`src/rtl/pwm_timebase.sv`:
```
module pwm_timebase #(
  parameter int CNT_W = 16
) (
  input  logic             clk,
  input  logic             rst_n,
  input  logic             wr_en,
  input  logic             wr_sel,
  input  logic [15:0]      wr_data,
  output logic [CNT_W-1:0] cnt,
  output logic             zero_evt,
  output logic             prd_evt,
  output logic             dir_up
);
  localparam int PS_W = 12;

  logic [1:0]       run_q, mode_q;
  logic             ld_imm_q;
  logic [2:0]       cdiv_q, hdiv_q;
  logic [PS_W-1:0]  pcnt_q, div;
  logic [3:0]       hs;
  logic [CNT_W-1:0] prd_act_q, prd_sh_q, cnt_q, cnt_nx;
  logic             ud_dir_q, dir_nx, halted_q;
  logic             tick, advance, wr_ctrl, wr_prd, div_chg;

  assign hs      = (hdiv_q == 3'd0) ? 4'd1 : {hdiv_q, 1'b0};
  assign div     = PS_W'(hs) << cdiv_q;
  assign tick    = (pcnt_q == div - 1'b1);
  assign wr_ctrl = wr_en && !wr_sel;
  assign wr_prd  = wr_en && wr_sel;
  assign div_chg = wr_ctrl && (wr_data[12:7] != {cdiv_q, hdiv_q});
  assign advance = tick && (mode_q != 2'b11) &&
                   (run_q[1] || (run_q == 2'b01 && !halted_q));

  assign cnt      = cnt_q;
  assign zero_evt = tick && (cnt_q == '0);
  assign prd_evt  = tick && (cnt_q == prd_act_q);
  assign dir_up   = (mode_q == 2'b00) ? 1'b1 :
                    (mode_q == 2'b01) ? 1'b0 : ud_dir_q;

  always_comb begin
    cnt_nx = cnt_q;
    dir_nx = ud_dir_q;
    case (mode_q)
      2'b00: cnt_nx = (cnt_q >= prd_act_q) ? '0 : cnt_q + 1'b1;
      2'b01: cnt_nx = (cnt_q == '0) ? prd_act_q : cnt_q - 1'b1;
      2'b10: begin
        if (ud_dir_q) begin
          if (cnt_q >= prd_act_q) begin
            dir_nx = 1'b0;
            cnt_nx = (cnt_q == '0) ? '0 : cnt_q - 1'b1;
          end else begin
            cnt_nx = cnt_q + 1'b1;
          end
        end else begin
          if (cnt_q == '0) begin
            dir_nx = 1'b1;
            cnt_nx = (prd_act_q == '0) ? '0 : CNT_W'(1);
          end else begin
            cnt_nx = cnt_q - 1'b1;
          end
        end
      end
      default: cnt_nx = cnt_q;
    endcase
  end

  always_ff @(posedge clk or negedge rst_n) begin
    if (!rst_n) begin
      pcnt_q <= '0;
    end else if (div_chg || tick) begin
      pcnt_q <= '0;
    end else begin
      pcnt_q <= pcnt_q + 1'b1;
    end
  end

  always_ff @(posedge clk or negedge rst_n) begin
    if (!rst_n) begin
      run_q    <= 2'b00;
      mode_q   <= 2'b00;
      ld_imm_q <= 1'b0;
      cdiv_q   <= 3'd0;
      hdiv_q   <= 3'd0;
    end else if (wr_ctrl) begin
      run_q    <= wr_data[15:14];
      mode_q   <= wr_data[1:0];
      ld_imm_q <= wr_data[3];
      cdiv_q   <= wr_data[12:10];
      hdiv_q   <= wr_data[9:7];
    end
  end

  always_ff @(posedge clk or negedge rst_n) begin
    if (!rst_n) begin
      prd_sh_q  <= '0;
      prd_act_q <= '0;
    end else begin
      if (wr_prd) prd_sh_q <= wr_data[CNT_W-1:0];
      if (wr_prd && ld_imm_q)
        prd_act_q <= wr_data[CNT_W-1:0];
      else if (!ld_imm_q && zero_evt)
        prd_act_q <= prd_sh_q;
    end
  end

  always_ff @(posedge clk or negedge rst_n) begin
    if (!rst_n) begin
      cnt_q    <= '0;
      ud_dir_q <= 1'b1;
      halted_q <= 1'b0;
    end else begin
      if (advance) begin
        cnt_q    <= cnt_nx;
        ud_dir_q <= dir_nx;
      end
      if (run_q[1])
        halted_q <= 1'b0;
      else if (advance && run_q == 2'b01 && cnt_nx == '0)
        halted_q <= 1'b1;
    end
  end
endmodule


```
`config.mk`:
```
export PLATFORM = sky130hd
export DESIGN_NAME = pwm_timebase
export DESIGN_NICKNAME = d
export VERILOG_FILES = /design/src/rtl/pwm_timebase.sv
export SDC_FILE = /design/constraint.sdc
export NUM_CORES = 1
export LEC_CHECK = 0
export BUFFER_PORTS_ARGS = -buffer_cell sky130_fd_sc_hd__buf_2
export CAP_MARGIN = 20
export CELL_PAD_IN_SITES_DETAIL_PLACEMENT = 1
export CELL_PAD_IN_SITES_GLOBAL_PLACEMENT = 1
export CORE_MARGIN = 2
export CORE_UTILIZATION = 52
export CTS_BUF_LIST = sky130_fd_sc_hd__clkbuf_8
export DETAILED_ROUTE_END_ITERATION = 16
export GPL_ROUTABILITY_DRIVEN = 0
export PLACE_DENSITY = 0.9
export SYNTH_ARGS = -nofsm -noshare
export SYNTH_HDL_FRONTEND = slang
export SYNTH_SLANG_ARGS = --single-unit
```
`constraint.sdc`:
```
create_clock -name clk -period 5.5 [get_ports clk]
set_clock_uncertainty 0.15 [all_clocks]
set_input_delay 0.825 -clock clk [delete_from_list [all_inputs] [get_ports clk]]
set_output_delay 0.825 -clock clk [all_outputs]
set_load 0.01 [all_outputs]
```
## Word level (Yosys, flattened, before mapping)

Index checks and enable logic that the tools add are counted.

| cells by class | value |
|---|---|
| add/subtract/negate cells | 4 |
| shifts and indexed selects | 1 |
| magnitude comparators | 1 |
| multiplexer cells | 19 |
| eq/ne operators | 7 |
| reduce and logical (&&, ||, !) cells | 25 |

Operator list:

| cell | count |
|---|---|
| 16-bit 2-to-1 mux | 8 |
| 16-bit zero test | 3 |
| 16-bit one-hot mux with 3 select lines | 1 |
| 16-bit by 1-bit adder with 16-bit output (second input constant) | 1 |
| 16-bit == test | 1 |
| 16-bit greater-or-equal comparator | 1 |
| 16-bit by 1-bit subtractor with 16-bit output (second input constant) | 1 |
| 12-bit by 1-bit adder with 12-bit output (second input constant) | 1 |
| 12-bit == test | 1 |
| 1-bit logical AND | 12 |
| 12-bit 2-to-1 mux | 1 |
| 4-bit by 3-bit << shifter with 12-bit output | 1 |
| 12-bit by 1-bit subtractor with 12-bit output (second input constant) | 1 |
| 1-bit 2-to-1 mux | 8 |
| 6-bit != test | 1 |
| 2-bit by 1-bit == test with 1-bit output (second input constant) | 2 |
| 4-bit 2-to-1 mux | 1 |
| 2-bit nonzero test | 2 |
| 1-bit zero test | 3 |
| 3-bit zero test | 1 |
| 2-bit == test (second input constant) | 1 |
| 2-bit zero test | 1 |
| 1-bit logical OR | 2 |
| 2-bit != test (second input constant) | 1 |
| 2-bit AND reduction | 1 |

| storage, ports and cells | value |
|---|---|
| logic and storage cells | 68 |
| output and inout port bits | 19 |
| register bits | 73 |

## Longest topological paths before layout

| logic depth | value |
|---|---|
| depth after elaboration | 11 |
| gate-level depth with buffers | 15 |

## Worst setup path after synthesis

Ideal clock, no wire load.

| timing path | value |
|---|---|
| path type | flip-flop to output port |
| start | register cdiv_q[0] |
| end | output prd_evt |
| slack | 1.526 ns |
| cell stages (with the launch flop) | 12 |
| arrival | 2.999 ns |
| required time | 4.525 ns |
| cells stage by stage | dfrtp_1 buf_2 buf_1 nor4b_1 o21ai_0 ha_1 xnor2_1 a2111oi_0 nand4_1 nor3_1 o211ai_1 nor4b_1 |

| between the ends | value |
|---|---|
| word-level cells in the longest chain between the ends | 4 |

Ends and longest elaborated chain:

| item | RTL line | text |
|---|---|---|
| start: declaration | 18 | `logic [2:0] cdiv_q, hdiv_q;` |
| start signal: assignment | 88 | `cdiv_q <= wr_data[12:10];` |
| 4-bit by 3-bit << shifter with 12-bit output | 26 | `assign div = PS_W'(hs) << cdiv_q;` |
| 12-bit by 1-bit subtractor with 12-bit output | 27 | `assign tick = (pcnt_q == div - 1'b1);` |
| 12-bit == test | 27 |  |
| 1-bit logical AND | 36 | `assign prd_evt = tick && (cnt_q == prd_act_q);` |
| end: declaration | 11 | `output logic prd_evt,` |

Every way passes these cells.

## Final worst setup path

| timing path | value |
|---|---|
| start | register cdiv_q[0] |
| end | output zero_evt |

| between the ends | value |
|---|---|
| word-level cells in the longest chain between the ends | 4 |

Ends and longest elaborated chain:

| item | RTL line | text |
|---|---|---|
| 4-bit by 3-bit << shifter with 12-bit output | 26 |  |
| 12-bit by 1-bit subtractor with 12-bit output | 27 |  |
| 12-bit == test | 27 |  |
| 1-bit logical AND | 35 | `assign zero_evt = tick && (cnt_q == '0);` |
| end: declaration | 10 | `output logic zero_evt,` |

Every way passes these cells.

==> flow_summary.json <==
{
  "yosysWarnings": 0,
  "wl_met3_mm": 2.19,
  "syn-cell-area_um2": 5920,
  "area_growth_pct": 8.37,
  "fin_cells": 870,
  "synth.distinct_cells": 75,
  "die_h_um": 111,
  "max_freq_mhz": 206,
  "totalWireLength_mm": 21.8,
  "status": "completed",
  "cp.arrival_ns": 3.88,
  "antennaDiodeCount": 0,
  "firstDrtPassIters": 5,
  "syn_area_per_cell_um2": 8.33,
  "power.leakage_uw": 0.00279,
  "max_stage_delay_ns": 0.75,
  "rows": 38,
  "crit_required_ns": 4.53,
  "period_minus_slack_ns": 4.86,
  "htree_levels": 3,
  "cts_tree": "done",
  "r2r-start": "cdiv_q[0]",
  "drv_cap": 0,
  "min_path_type": "flip-flop to flip-flop",
  "syn_nets": 751,
  "path_clk_slew_ns": 0.09,
  "vias": 6244,
  "ir_drop_uv": 260,
  "synth_ff_type": "dfrtp_1",
  "pre_cts_slack_ns": 1.11,
  "hpwl_mm": 14.9,
  "worstSetupPathType": "flip-flop to output pin",
  "hold_viol": 0,
  "path_cells": "nor3_1 > nand2_1 > ha_1 > xnor2_1 > a2111oi_0 > nand4_1 > nor3_1 > o211ai_1 > nor4b_1 > buf_2",
  "wl_met2_mm": 10.2,
  "cts_made_buffers": 9,
  "rsz0062_at_grt": "false",
  "layout.nets": 765,
  "grt_usage": 0.355,
  "setup.worst_path.start": "cdiv_q[0]",
  "cts_resized": 0,
  "path_max_fanout": 33,
  "syn_inst": 711,
  "wl_met1_mm": 8.49,
  "drive_above_1_share": 0.142,
  "coreArea_um2": 11000,
  "hold_buffers": 0,
  "drc": 0,
  "grt_max_degree": 74,
  "setup_total_negative_slack_ns": 0,
  "fin_crit_sh": 0.883,
  "gr-total-overflow": 0,
  "worstMarginPinSlew_ns": 0.984,
  "synth_seq_area_share": 0.309,
  "numClockSinks": 73,
  "clock_path_buffers": 2,
  "cts-root-buf": "clkbuf_8",
  "whs_ns": 0.367,
  "grt_pass1_wl_mm": 34.6,
  "antenna_found_initial": 0,
  "clk_latency_ns": 0.38,
  "min-delay-start": "prd_sh_q[5]",
  "start_util": 0.539,
  "wl_per_cell_um": 25.0,
  "postCtsSetupRepairBufs": 0,
  "grt_pass1_vias": 6316,
  "setup_viol": 0,
  "place_inst": 854,
  "synth_seq_cells": 73,
  "start_kind": "flip-flop",
  "yosysTopAreaCellShare": 0.304,
  "fin_util": 0.584,
  "cellPowerDensity_nw_per_um2": 491,
  "slew_violations": 0,
  "end_kind": "output pin",
  "synth_commonest_cells": "73 x nor2_1, 72 x dfrtp_1, 48 x nand2_1",
  "synth_edf_count": 0,
  "slowest_stage": "dfrtp_1",
  "synthTopCellsByArea": "dfrtp_1 30%, mux2_2 5.3%, nor2_1 4.6%",
  "maxSlewHeadroom": 0.335,
  "synth_most_common_cell": "nor2_1",
  "dieArea_um2": 12300,
  "cpMostUsedCell": "nor3_1",
  "setup_ws_ns": 0.641,
  "yosys.area.top_type": "dfrtp_1",
  "drt_iter0_markers": 895,
  "ant_nets": 0,
  "async_flop_share": 1.00,
  "fp.dieW_um": 111,
  "port_buffers": 38,
  "ios": 39,
  "highest_layer": "met4",
  "via_per_inst": 7.18
}
==> sequential cells by signal (all words and copies together), names as in the netlist <==
name,flops
hdiv_q,3
prd_act_q,16
cdiv_q,3
halted_q,1
prd_sh_q,16
mode_q,2
cnt,16
run_q,2
ld_imm_q,1
pcnt_q,12
ud_dir_q,1
==> placed cells by master, fill, tap and decap left out, types with 4 or more instances in the layout <==
cell type,count
nor2_1,73
dfrtp_1,72
nand2_1,48
a21oi_1,38
buf_2,37
o21ai_0,36
inv_1,33
mux2_2,28
xnor2_1,22
ha_1,20
nor3_1,19
nand3_1,19
xor2_1,16
nand4_1,15
nor4_1,15
mux2i_1,14
and3_1,13
or3_1,12
a21o_1,12
buf_4,11
o211ai_1,10
clkbuf_8,10
nor2b_1,9
nand2b_1,9
a22o_1,8
a22oi_1,7
a221oi_1,7
o31ai_1,6
o21a_1,6
nor4b_1,5
a211oi_1,5
o31a_1,5
a2bb2oi_1,4
and2_1,4
and4_1,4
or2_2,4
a31oi_1,4
==> cell families after synthesis <==
logic type / count (synthesis) / share of synthesized area
and+or+nand+nor: 269 / 0.239
AOI/OAI and AO/OA: 191 / 0.227
buffers and inverters: 78 / 0.0505
DFF: 73 / 0.309
muxes: 42 / 0.0769
xor gates and xnor gates: 38 / 0.0562
adders and majority gates: 20 / 0.0423
==> worst max-delay path: cells and delay by family (launching register included) <==
family	cells	cell delay [ns]
AND/OR/NAND/NOR	5	1.56
flip-flops	1	0.75
AO/OA/AOI/OAI	2	0.53
adder cells (fa/ha/maj)	1	0.36
buffers and inverters	1	0.18
XOR/XNOR	1	0.13
==> metrics by stage <==
step                area [µm²]  power [µW]
floorplan                 5920        1970
global placement          6190        2430
detailed placement        6190        2530
CTS                       6420        3060
global route              6420        3280
finish                    6420        3150
==> final cells by class <==
class / count / area [µm²]
Clock buffer: 10 / 138
Tap cell: 140 / 175
Sequential cell: 73 / 1830
Fill cell: 1334 / 4570
Clock inverter: 6 / 90.1
Timing Repair Buffer: 48 / 268
Multi-Input combinational cell: 560 / 3790
Inverter: 33 / 124
==> layer usage <==
layer / vias to the layer above / track usage
met3: 82 / 0.0662
met1: 3102 / 0.469
li1: 2672 / -
met4: 0 / 0.153
met2: 388 / 0.571
met5: - / 0
==> final timing paths <==
path,cells past startpoint,end,slack (ns)
worst max-delay path,10,zero_evt,0.64
worst min-delay path,1,prd_sh_q[5],0.37
worst max register to register,12,prd_act_q[0],0.90
worst min register to register,1,prd_sh_q[5],0.37
max in group asynchronous,1,cnt[1],4.14
min in group asynchronous,1,prd_sh_q[14],0.42
==> power by group <==
part | internal (µW) | switching [µW]
clock | 269 | 233
combinational | 669 | 1110
sequential | 634 | 238
No activity file was read; power rests on OpenSTA's default activity.
